<file path="src/rtl/wds_pkg.sv">
package wds_pkg;

   localparam int CMD_W  = 16;
   localparam int SMP_W  = 12;

   typedef logic [CMD_W-1:0] cmd_word_t;
   typedef logic [SMP_W-1:0] sample_t;

   // Pack the DAC write command: channel, fixed zero, gain, enable, sample
   function automatic cmd_word_t pack_cmd(input logic    chan_b,
                                          input logic    gain_x1,
                                          input logic    enable,
                                          input sample_t smp);
      return {chan_b, 1'b0, gain_x1, enable, smp};
   endfunction

endpackage

</file>
<file path="src/rtl/wds_timer.sv">
module wds_timer #(
   parameter int CNT_W = 16,
   parameter int LEAD  = 4
) (
   input  logic             clk,
   input  logic             rst_n,
   input  logic [CNT_W-1:0] period,
   input  logic [CNT_W-1:0] sel_len,
   output logic             match,
   output logic             cs_n
);

   localparam logic [CNT_W-1:0] LEAD_C = CNT_W'(LEAD);
   localparam logic [CNT_W-1:0] ONE_C  = CNT_W'(1);

   logic [CNT_W-1:0] cnt;
   logic             open_hit;
   logic             close_hit;

   // a count past a shrunken period also wraps
   assign match     = (cnt >= period);
   assign open_hit  = (period >= LEAD_C) && (cnt == period - LEAD_C);
   assign close_hit = (cnt == sel_len);

   always_ff @(posedge clk or negedge rst_n) begin
      if (!rst_n) begin
         cnt <= '0;
      end else if (match) begin
         cnt <= '0;
      end else begin
         cnt <= cnt + ONE_C;
      end
   end

   // dual compare pulse: opening compare wins a tie
   always_ff @(posedge clk or negedge rst_n) begin
      if (!rst_n) begin
         cs_n <= 1'b1;
      end else if (open_hit) begin
         cs_n <= 1'b0;
      end else if (close_hit) begin
         cs_n <= 1'b1;
      end
   end

endmodule

</file>
<file path="src/rtl/wds_table.sv">
module wds_table #(
   parameter int DEPTH  = 16,
   parameter int DATA_W = 12,
   parameter int AW     = $clog2(DEPTH)
) (
   input  logic              clk,
   input  logic              rst_n,
   input  logic              we,
   input  logic [AW-1:0]     waddr,
   input  logic [DATA_W-1:0] wdata,
   input  logic              adv,
   output logic [DATA_W-1:0] rdata
);

   localparam bit            POW2   = (DEPTH == (1 << AW));
   localparam logic [AW-1:0] LAST_C = AW'(DEPTH - 1);
   localparam logic [AW-1:0] ONE_C  = AW'(1);

   logic [DATA_W-1:0] mem [DEPTH];
   logic [AW-1:0]     ptr;
   logic [AW-1:0]     ptr_nxt;

   always_ff @(posedge clk) begin
      if (we && (POW2 || waddr <= LAST_C)) begin
         mem[waddr] <= wdata;
      end
   end

   assign rdata = mem[ptr];

   generate
      if (POW2) begin : g_wrap_natural
         assign ptr_nxt = ptr + ONE_C;
      end else begin : g_wrap_compare
         assign ptr_nxt = (ptr == LAST_C) ? '0 : ptr + ONE_C;
      end
   endgenerate

   always_ff @(posedge clk or negedge rst_n) begin
      if (!rst_n) begin
         ptr <= '0;
      end else if (adv) begin
         ptr <= ptr_nxt;
      end
   end

endmodule

</file>
<file path="src/rtl/wds_shifter.sv">
module wds_shifter #(
   parameter int CMD_W = 16,
   parameter int DIV_W = 8
) (
   input  logic             clk,
   input  logic             rst_n,
   input  logic             start,
   input  logic [CMD_W-1:0] word,
   input  logic [DIV_W-1:0] half_div,
   output logic             busy,
   output logic             sck,
   output logic             sdo
);

   localparam int               BW     = $clog2(CMD_W);
   localparam logic [BW-1:0]    LAST_B = BW'(CMD_W - 1);
   localparam logic [BW-1:0]    ONE_B  = BW'(1);
   localparam logic [DIV_W-1:0] ONE_D  = DIV_W'(1);

   logic [DIV_W-1:0] half_eff;
   logic [DIV_W-1:0] hc;
   logic [BW-1:0]    nb;
   logic [CMD_W-1:0] sh;

   assign half_eff = (half_div == '0) ? ONE_D : half_div;

   always_ff @(posedge clk or negedge rst_n) begin
      if (!rst_n) begin
         busy <= 1'b0;
         sck  <= 1'b0;
         sh   <= '0;
         hc   <= '0;
         nb   <= '0;
      end else if (!busy) begin
         if (start) begin
            busy <= 1'b1;
            sck  <= 1'b0;
            sh   <= word;
            hc   <= '0;
            nb   <= '0;
         end
      end else if (hc == half_eff - ONE_D) begin
         hc  <= '0;
         sck <= ~sck;
         if (sck) begin
            // falling edge: present the next bit
            sh <= {sh[CMD_W-2:0], 1'b0};
            if (nb == LAST_B) begin
               busy <= 1'b0;
            end else begin
               nb <= nb + ONE_B;
            end
         end
      end else begin
         hc <= hc + ONE_D;
      end
   end

   assign sdo = busy & sh[CMD_W-1];

endmodule

</file>
<file path="src/rtl/wavedac_streamer.sv">
module wavedac_streamer #(
   parameter int DEPTH = 16,
   parameter int CNT_W = 16,
   parameter int DIV_W = 8,
   parameter int LEAD  = 4,
   parameter int AW    = $clog2(DEPTH)
) (
   input  logic                      clk,
   input  logic                      rst_n,
   input  logic                      tbl_we,
   input  logic [AW-1:0]             tbl_addr,
   input  logic [wds_pkg::SMP_W-1:0] tbl_data,
   input  logic [CNT_W-1:0]          period,
   input  logic [CNT_W-1:0]          sel_len,
   input  logic [DIV_W-1:0]          half_div,
   input  logic                      chan_b,
   input  logic                      gain_x1,
   input  logic                      dac_on,
   output logic                      sck,
   output logic                      sdo,
   output logic                      cs_n,
   output logic                      overrun
);

   import wds_pkg::*;

   generate
      if (DEPTH < 2) begin : g_bad_depth
         $error("wavedac_streamer: DEPTH must be at least 2");
      end
      if (DIV_W < 1) begin : g_bad_div
         $error("wavedac_streamer: DIV_W must be at least 1");
      end
      if (LEAD < 1 || CNT_W <= $clog2(LEAD + 1)) begin : g_bad_lead
         $error("wavedac_streamer: LEAD must be positive and fit in CNT_W");
      end
   endgenerate

   logic      tmr_match;
   logic      sh_busy;
   logic      take;
   sample_t   smp;
   cmd_word_t word;

   // a match only advances the table when the shifter can take it
   assign take = tmr_match & ~sh_busy;
   assign word = pack_cmd(chan_b, gain_x1, dac_on, smp);

   wds_timer #(.CNT_W(CNT_W), .LEAD(LEAD)) u_tmr (
      .clk     (clk),
      .rst_n   (rst_n),
      .period  (period),
      .sel_len (sel_len),
      .match   (tmr_match),
      .cs_n    (cs_n)
   );

   wds_table #(.DEPTH(DEPTH), .DATA_W(SMP_W), .AW(AW)) u_tbl (
      .clk   (clk),
      .rst_n (rst_n),
      .we    (tbl_we),
      .waddr (tbl_addr),
      .wdata (tbl_data),
      .adv   (take),
      .rdata (smp)
   );

   wds_shifter #(.CMD_W(CMD_W), .DIV_W(DIV_W)) u_shf (
      .clk      (clk),
      .rst_n    (rst_n),
      .start    (take),
      .word     (word),
      .half_div (half_div),
      .busy     (sh_busy),
      .sck      (sck),
      .sdo      (sdo)
   );

   always_ff @(posedge clk or negedge rst_n) begin
      if (!rst_n) begin
         overrun <= 1'b0;
      end else if (tmr_match && sh_busy) begin
         overrun <= 1'b1;
      end
   end

endmodule

</file>
<file path="config.mk">
export PLATFORM = sky130hd
export DESIGN_NAME = wavedac_streamer
export DESIGN_NICKNAME = d
export VERILOG_FILES = /design/src/rtl/wds_pkg.sv /design/src/rtl/wds_timer.sv /design/src/rtl/wds_table.sv /design/src/rtl/wds_shifter.sv /design/src/rtl/wavedac_streamer.sv
export SDC_FILE = /design/constraint.sdc
export NUM_CORES = 1
export LEC_CHECK = 0
export CAP_MARGIN = 40
export CORE_ASPECT_RATIO = 2
export CORE_MARGIN = 2
export CORE_UTILIZATION = 60
export DETAILED_ROUTE_END_ITERATION = 7
export PLACE_DENSITY = 0.8
export SYNTH_ARGS = -nofsm -noshare
export SYNTH_HDL_FRONTEND = slang
export SYNTH_HIERARCHICAL = 1
export SYNTH_SLANG_ARGS = --single-unit
</file>
<file path="constraint.sdc">
create_clock -name clk -period 3.95 [get_ports clk]
set_input_delay 1.185 -clock clk [delete_from_list [all_inputs] [get_ports clk]]
set_output_delay 1.185 -clock clk [all_outputs]
set_load 0.005 [all_outputs]
</file>
==> summary.md, run 1 <==
| Metric | Value |
|---|---|
| Clock Latency Late Sink | `0.51 ns` |
| Max-slew violation count | `0` |
| Maximum buffer depth of the clock tree | `3` |
| Worst Path Buf+Inv | `2` |
| First-pass GRT wire length | `40,200 um` |
| Synth warnings | `6` |
| Pint | `5.09 mW` |
| Root Driver | `clkbuf_16` |
| Async set-or-reset flop fraction in the synthesized netlist | `0.213` |
| Detailed Routing Iterations Pass 1 | `5` |
| Lkg Pwr | `4.75 nW` |
| Crit Path Max Fanout | `6` |
| Die span in y | `199 um` |
| Synth Cell Area | `11,400 um^2` |
| Post-cts hold buffer count | `0` |
| Vias in the first global route | `7,707` |
| Drt total wl | `25,700 um` |
| Final setup viols | `0` |
| Post-Syn Nets | `858` |
| Register area share after synthesis | `0.620` |
| Max-cap violations | `0` |
| Post-route minimum period | `3.55 ns` |
| Synth unique cells | `65` |
| Fin Hold WS | `0.480 ns` |
| Run status | `complete, no violations` |
| M3 GR Usage | `0.0306` |
| Vias | `7,172` |
| Met1 Resource Use GR | `0.276` |
| Die outline area | `20,200 um^2` |
| H-tree depth | `1` |
| Power per cell area | `544 nW/um^2` |
| Post-synth top flop | `edfxtp_1` |
| Worst endpoint required time | `4.30 ns` |
| Grt ovf | `0` |
| Drt drc | `0` |
| Core area | `18,700 um^2` |
| Die X | `101 um` |
| Slowest stage delay, CP | `0.50 ns` |
| Share of layout cells above drive strength 1 | `0.160` |
| Crit path cell chain | `clkdlybuf4s50_1 > nor2_1 > a31oi_1 > ha_1 > nand2b_1 > o31a_1 > nor4_2 > o2111ai_1 > buf_4 > nor3_1 > a211oi_1` |
| Period utilization | `0.899` |
| Area grow syn2layout | `16.5%` |
| Final Hold Fails | `0` |
| WL/cell | `22.4 um` |
| Combinational power share | `0.274` |
| Delay-heaviest family, CP | `compound AO/OA/AOI/OAI gates` |
| Max Clk Rate | `282 MHz` |
| Slew margin rel. | `0.559` |
| Crit path kind | `in2reg` |
| Initial core utilization | `0.608` |
| Busiest grt layer | `met2` |
| Mean post-synth cell area | `14.8 um^2` |
| Sw frac | `0.297` |
| Post-synth EDFFs | `192` |
| Worst-path clk slew | `0.07 ns` |
| HPWL after DPL | `18,000 um` |
| Fin util | `0.709` |
| Flop pwr share | `0.452` |
| Fin nets | `965` |
| Crit end category | `register` |
| Vias per cell | `6.25` |
| Register bit total from synthesis | `244` |
| Peak supply drop | `0.414 mV` |
| I/O pin count | `66` |
| # diodes | `0` |
| Initial antenna violation count | `0` |
| Syn Inst Count | `773` |
| RSZ-0062 raised after global routing | `no` |
| Slowest CP cell | `clkdlybuf4s50_1` |
| Cell Rows | `71` |
| CTS tree | `yes` |
| Arrival @ worst endpoint | `3.91 ns` |
| Final ANT Viol Nets | `0` |
| Clock power share | `0.274` |
| Worst hold path type | `reg2reg` |
| DR iter-0 viols | `374` |
| Worst Skew | `0.0108 ns` |
| Grt met2 use | `0.506` |
| Setup repair bufs after CTS | `0` |
| GP Congestion | `0.850` |
| CTS Sinks | `244` |
| GRT Total Usage | `0.264` |
| Worst-margin pin slew | `0.660 ns` |
| Port buffer count | `65` |
| Largest net degree at the start of global routing | `37` |
| PostCTS Resize Cnt | `0` |
| CP startpoint kind | `input port` |
| CTS Buf Count | `21` |
| Net switching power | `2.14 mW` |
-- state kept, by name, indices dropped and copies added, names as in the netlist --
signal      flops
u_shf/busy      1
u_shf/nb        4
u_shf/hc        8
u_tbl/ptr       4
u_shf/sh       16
u_tmr/cs_n      1
u_shf/sck       1
u_tbl/mem     192
overrun         1
u_tmr/cnt      16
-- kinds of logic after synthesis --
group / share of synthesized area
AND/OR/NAND/NOR: 0.0940
flip-flops: 0.620
adder cells (fa/ha/maj): 0.0252
multiplexers: 0.117
other: 0.000329
XOR/XNOR: 0.0461
buffers and inverters: 0.0262
AO/OA/AOI/OAI: 0.0712
-- layout make-up --
class,count,area (um^2)
fillers,1234,5460
multi-input cells,465,4050
clock inverters,11,111
repair buffers,126,1120
flip-flops and latches,244,7070
well taps,255,319
clock buffers,25,541
inverters,22,82.6
-- power by group through the flow --
stage,logic [mW],registers [mW],clock network [mW]
2_1_floorplan,1.53,3.17,0
3_3_place_gp,1.79,3.34,0
3_5_place_dp,1.97,3.31,0
4_1_cts,1.99,3.26,2.03
5_1_grt,2.16,3.29,2.11
6_report,1.98,3.27,1.98
-- cells in the mapped netlist, types with 18 or more instances --
| cell | count | share of area |
|---|---|---|
| edfxtp_1 | 192 | 0.51 |
| dfrtp_1 | 51 | 0.11 |
| nor3_1 | 38 | 0.017 |
| xor2_1 | 36 | 0.028 |
| mux4_2 | 32 | 0.063 |
| nand2_1 | 32 | 0.011 |
| nor2_1 | 28 | 0.0092 |
| clkbuf_1 | 26 | 0.0086 |
| a22oi_1 | 24 | 0.016 |
| nand3_1 | 24 | 0.011 |
| xnor2_1 | 24 | 0.018 |
| ha_1 | 23 | 0.025 |
| a21oi_1 | 22 | 0.0097 |
| inv_1 | 22 | 0.0072 |
| nand2b_1 | 18 | 0.0099 |
-- worst paths after layout --
check                                             from                 endpoint  slack [ns]  cells past startpoint
worst max-delay path                       half_div[4]  u_shf/sh[6]$_DFFE_PN0P_        0.40                     11
worst min-delay path               overrun$_DFFE_PN0P_      overrun$_DFFE_PN0P_        0.48                      1
worst max register to register  u_tmr/cnt[0]$_DFF_PN0_  u_shf/sh[4]$_DFFE_PN0P_        1.06                     12
worst min register to register     overrun$_DFFE_PN0P_      overrun$_DFFE_PN0P_        0.48                      1
max in group asynchronous                        rst_n   u_tmr/cs_n$_DFFE_PN1P_        2.53                      2
min in group asynchronous                        rst_n   u_tmr/cnt[8]$_DFF_PN0_        0.60                      1
-- stage by stage --
stage	setup WS [ns]	power, mW	area (um^2)	setup TNS (ns)	instances
floorplan	0.213	4.70	11400	0	773
global placement	-0.0623	5.14	12600	-0.0623	1108
detailed placement	-0.0587	5.28	12600	-0.330	1112
CTS	0.445	7.28	13300	0	1148
global route	0.136	7.56	13300	0	1148
finish	0.398	7.23	13300	0	1148
-- placed cells by master (no fill, tap or decap), types with 18 or more instances in the layout --
master	instances
inv_1	22
xnor2_1	24
mux4_2	32
nor3_1	36
nand2b_1	18
buf_4	60
xor2_1	36
nand3_1	24
ha_1	23
edfxtp_1	192
nand2_1	32
a21oi_1	22
clkdlybuf4s50_1	64
nor2_1	28
a22oi_1	24
clkbuf_16	21
dfrtp_1	49
-- routing by layer --
layer,up-vias,share of wire
li1,3237,-
met1,3597,0.33
met2,253,0.58
met3,85,0.043
met4,0,0.046
met5,-,0
-- worst register-to-register path, stage by stage, from the launching register on --
cell	delay (ns)
dfrtp_1	0.51
inv_1	0.09
ha_1	0.29
nand2b_1	0.15
a21oi_1	0.15
nor2b_1	0.06
o2111ai_1	0.19
a31oi_1	0.16
or2_2	0.34
nor2b_2	0.18
buf_4	0.21
mux2i_1	0.14
a211oi_1	0.32
Power figures use the tool's default switching activity.
==> run 2: changes to the inputs <==
--- a/config.mk
+++ b/config.mk
@@ -9,6 +9,7 @@
 export CORE_ASPECT_RATIO = 2
 export CORE_MARGIN = 2
 export CORE_UTILIZATION = 60
+export CTS_CLUSTER_DIAMETER = 80
 export DETAILED_ROUTE_END_ITERATION = 7
 export PLACE_DENSITY = 0.8
 export SYNTH_ARGS = -nofsm -noshare
==> results of run 2 <==
The final DEF is identical to that of run 1; final timing and power are the same.
==> run 3: changes to the inputs <==
--- a/config.mk
+++ b/config.mk
@@ -9,9 +9,11 @@
 export CORE_ASPECT_RATIO = 2
 export CORE_MARGIN = 2
 export CORE_UTILIZATION = 60
+export CTS_BUF_LIST = sky130_fd_sc_hd__clkbuf_4 sky130_fd_sc_hd__clkbuf_8
 export CTS_CLUSTER_DIAMETER = 80
 export DETAILED_ROUTE_END_ITERATION = 7
 export PLACE_DENSITY = 0.8
+export SLEW_MARGIN = 20
 export SYNTH_ARGS = -nofsm -noshare
 export SYNTH_HDL_FRONTEND = slang
 export SYNTH_HIERARCHICAL = 1
==> run 3 against run 2 <==
Compared with the run above:
- sequential share of layout area decreased by 0.36 points
- register-to-register slack about the same
- highest routed layer unchanged
- total power increased by 1.2%
- largest power group unchanged
==> summary.md, run 3 (synthesis gave the netlist of run 1 again) <==
| Metric | Value |
|---|---|
| Period utilization | `0.879 (-0.0204)` |
| I/O pin count | `66 (unchanged)` |
| Crit end category | `register` |
| Top flop regs | `u_tbl/mem x192, u_shf/sh x16, u_tmr/cnt x16` |
| Delay-heaviest family, CP | `simple AND/OR/NAND/NOR gates` |
| RSZ-0062 raised after global routing | `no` |
| Slowest stage delay, CP | `0.53 ns (+0.03 ns)` |
| Max-cap violations | `0 (unchanged)` |
| Final total power | `7.32 mW (+1.2%)` |
| M3 GR Usage | `0.0313 (+0.000703)` |
| Drt total wl | `25,400 um (-1.2%)` |
| Worst Path Buf+Inv | `1 (-1)` |
| HPWL after DPL | `18,000 um (unchanged)` |
| DR iter-0 viols | `409 (+9.4%)` |
| Commonest cells after routing, fill and taps aside | `edfxtp_1, clkdlybuf4s50_1, buf_4, dfrtp_1, clkbuf_8` |
| Post-cts hold buffer count | `0 (unchanged)` |
| Power per cell area | `547 nW/um^2 (+0.55%)` |
| H-tree depth | `1 (unchanged)` |
| # diodes | `0 (unchanged)` |
| Initial antenna violation count | `0 (unchanged)` |
| Grt met2 use | `0.508 (+0.00196)` |
| Fin Hold WS | `0.478 ns (-0.00232 ns)` |
| Run status | `complete, no violations` |
| Die span in y | `199 um (unchanged)` |
| Vias in the first global route | `7,722 (+0.19%)` |
| Max-slew violation count | `0 (unchanged)` |
| Lkg Pwr | `4.82 nW (+1.4%)` |
| First-pass GRT wire length | `40,000 um (-0.45%)` |
| Vias per cell | `6.15 (-1.5%)` |
| Maximum buffer depth of the clock tree | `3 (unchanged)` |
| Crit Path Max Fanout | `6 (unchanged)` |
| Reg with most FFs | `u_tbl/mem` |
| Area grow syn2layout | `17.3%` |
| Max reg flops | `192 (unchanged)` |
| Worst endpoint required time | `4.43 ns (+0.13 ns)` |
| Share of layout cells above drive strength 1 | `0.184 (+0.0239)` |
| Leading cell type in the layout, fill and taps excluded | `edfxtp_1` |
| Final ANT Viol Nets | `0 (unchanged)` |
| Post-route minimum period | `3.47 ns (-0.0806 ns)` |
| Max Clk Rate | `288 MHz (+2.3%)` |
| Setup repair bufs after CTS | `0 (unchanged)` |
| Place WS | `-0.0587 ns (unchanged)` |
| Die outline area | `20,200 um^2 (unchanged)` |
| Grt ovf | `0 (unchanged)` |
| Worst setup margin | `0.479 ns (+0.0806 ns)` |
| Peak supply drop | `0.392 mV (-5.4%)` |
| Arrival @ worst endpoint | `3.95 ns (+0.04 ns)` |
| Vias | `7,187 (+0.21%)` |
| Worst Skew | `0.0153 ns (+0.00450 ns)` |
| Post-DP Area | `12,600 um^2 (unchanged)` |
| CTS Sinks | `244 (unchanged)` |
| Worst hold path type | `reg2reg` |
| Die X | `101 um (unchanged)` |
| Crit path cell chain | `clkdlybuf4s50_1 > nor2_1 > a31oi_1 > ha_1 > nand2b_1 > o31a_1 > nor4_2 > o2111ai_1 > or4_1 > o211ai_1` |
| Met1 Resource Use GR | `0.275 (-0.000863)` |
| Root Driver | `clkbuf_8` |
| CTS tree | `yes` |
| Final setup viols | `0 (unchanged)` |
| Port buffer count | `65 (unchanged)` |
| Busiest grt layer | `met2` |
| Worst-margin pin slew | `0.671 ns (+0.0102 ns)` |
| CP startpoint kind | `input port` |
| Cell Rows | `71 (unchanged)` |
| Detailed Routing Iterations Pass 1 | `7 (+2)` |
| PostCTS Resize Cnt | `0 (unchanged)` |
| Largest net degree at the start of global routing | `37 (unchanged)` |
| CTS Buf Count | `30 (+43%)` |
| Fin util | `0.714 (+0.00481)` |
| Clock Latency Late Sink | `0.57 ns (+0.06 ns)` |
| Slowest CP cell | `or4_1` |
| WL/cell | `21.8 um (-2.9%)` |
| Crit path kind | `in2reg` |
| GP Congestion | `0.850 (unchanged)` |
| GRT Total Usage | `0.263 (-0.00116)` |
| Fin area | `13,400 um^2 (+0.68%)` |
| Fin nets | `974 (+0.93%)` |
| Final Hold Fails | `0 (unchanged)` |
| Drt drc | `0 (unchanged)` |
| Slew margin rel. | `0.552 (-0.00682)` |
| Core area | `18,700 um^2 (unchanged)` |
| Worst-path clk slew | `0.07 ns (about the same)` |
| Initial core utilization | `0.608 (unchanged)` |
[run 3: cell count changes in the layout (fill, tap and decap cells not counted), moves of 2 or more]
cell       previous run  this run
bufinv_16             2         4
clkbuf_1              4         0
clkbuf_16            21         0
clkbuf_4              0         8
clkbuf_8              0        39
clkinv_4              2         0
[run 3: area by class of cell]
class	count	area, um^2
well taps	255	319
clock inverters	9	145
inverters	22	82.6
repair buffers	126	1120
clock buffers	47	597
fillers	1251	5370
flip-flops and latches	244	7070
multi-input cells	465	4050
[run 3: where the power goes]
part / internal [mW] / switching (mW) / leakage (nW) / total (mW)
Sequential: 2.99 / 0.274 / 2.35 / 3.26
Clock: 1.22 / 0.858 / 0.385 / 2.08
Combinational: 0.987 / 0.988 / 2.08 / 1.98
Total: 5.20 / 2.12 / 4.82 / 7.32
[run 3: worst reg2reg max path: cells and delay by family (launching register included)]
kind	cells	cell delay [ns]
AOI/OAI and AO/OA	4	0.82
buffers and inverters	2	0.29
and+or+nand+nor	4	0.73
muxes	1	0.14
DFF	1	0.51
adders and majority gates	1	0.29
[run 3: metal layers]
layer,part of all wire,vias up
met2,0.58,253
met5,0,-
met4,0.040,0
met1,0.34,3589
met3,0.040,84
li1,-,3261
[run 3: worst paths after layout]
path	depth (start not counted)	slack, ns	start	endpoint
worst min register to register	1	0.48	overrun$_DFFE_PN0P_	overrun$_DFFE_PN0P_
worst max register to register	12	1.06	u_tmr/cnt[0]$_DFF_PN0_	u_shf/sh[4]$_DFFE_PN0P_
worst min-delay path	1	0.48	overrun$_DFFE_PN0P_	overrun$_DFFE_PN0P_
worst max-delay path	10	0.48	half_div[4]	u_shf/nb[1]$_DFFE_PN0P_
max in group asynchronous	2	2.59	rst_n	u_shf/nb[3]$_DFFE_PN0P_
min in group asynchronous	1	0.54	rst_n	u_tmr/cnt[3]$_DFF_PN0_
[run 3: metrics by stage]
stage	instances	TNS, ns
floorplan	773	0
global placement	1108	-0.0623
detailed placement	1112	-0.330
CTS	1168	0
global route	1168	0
finish	1168	0
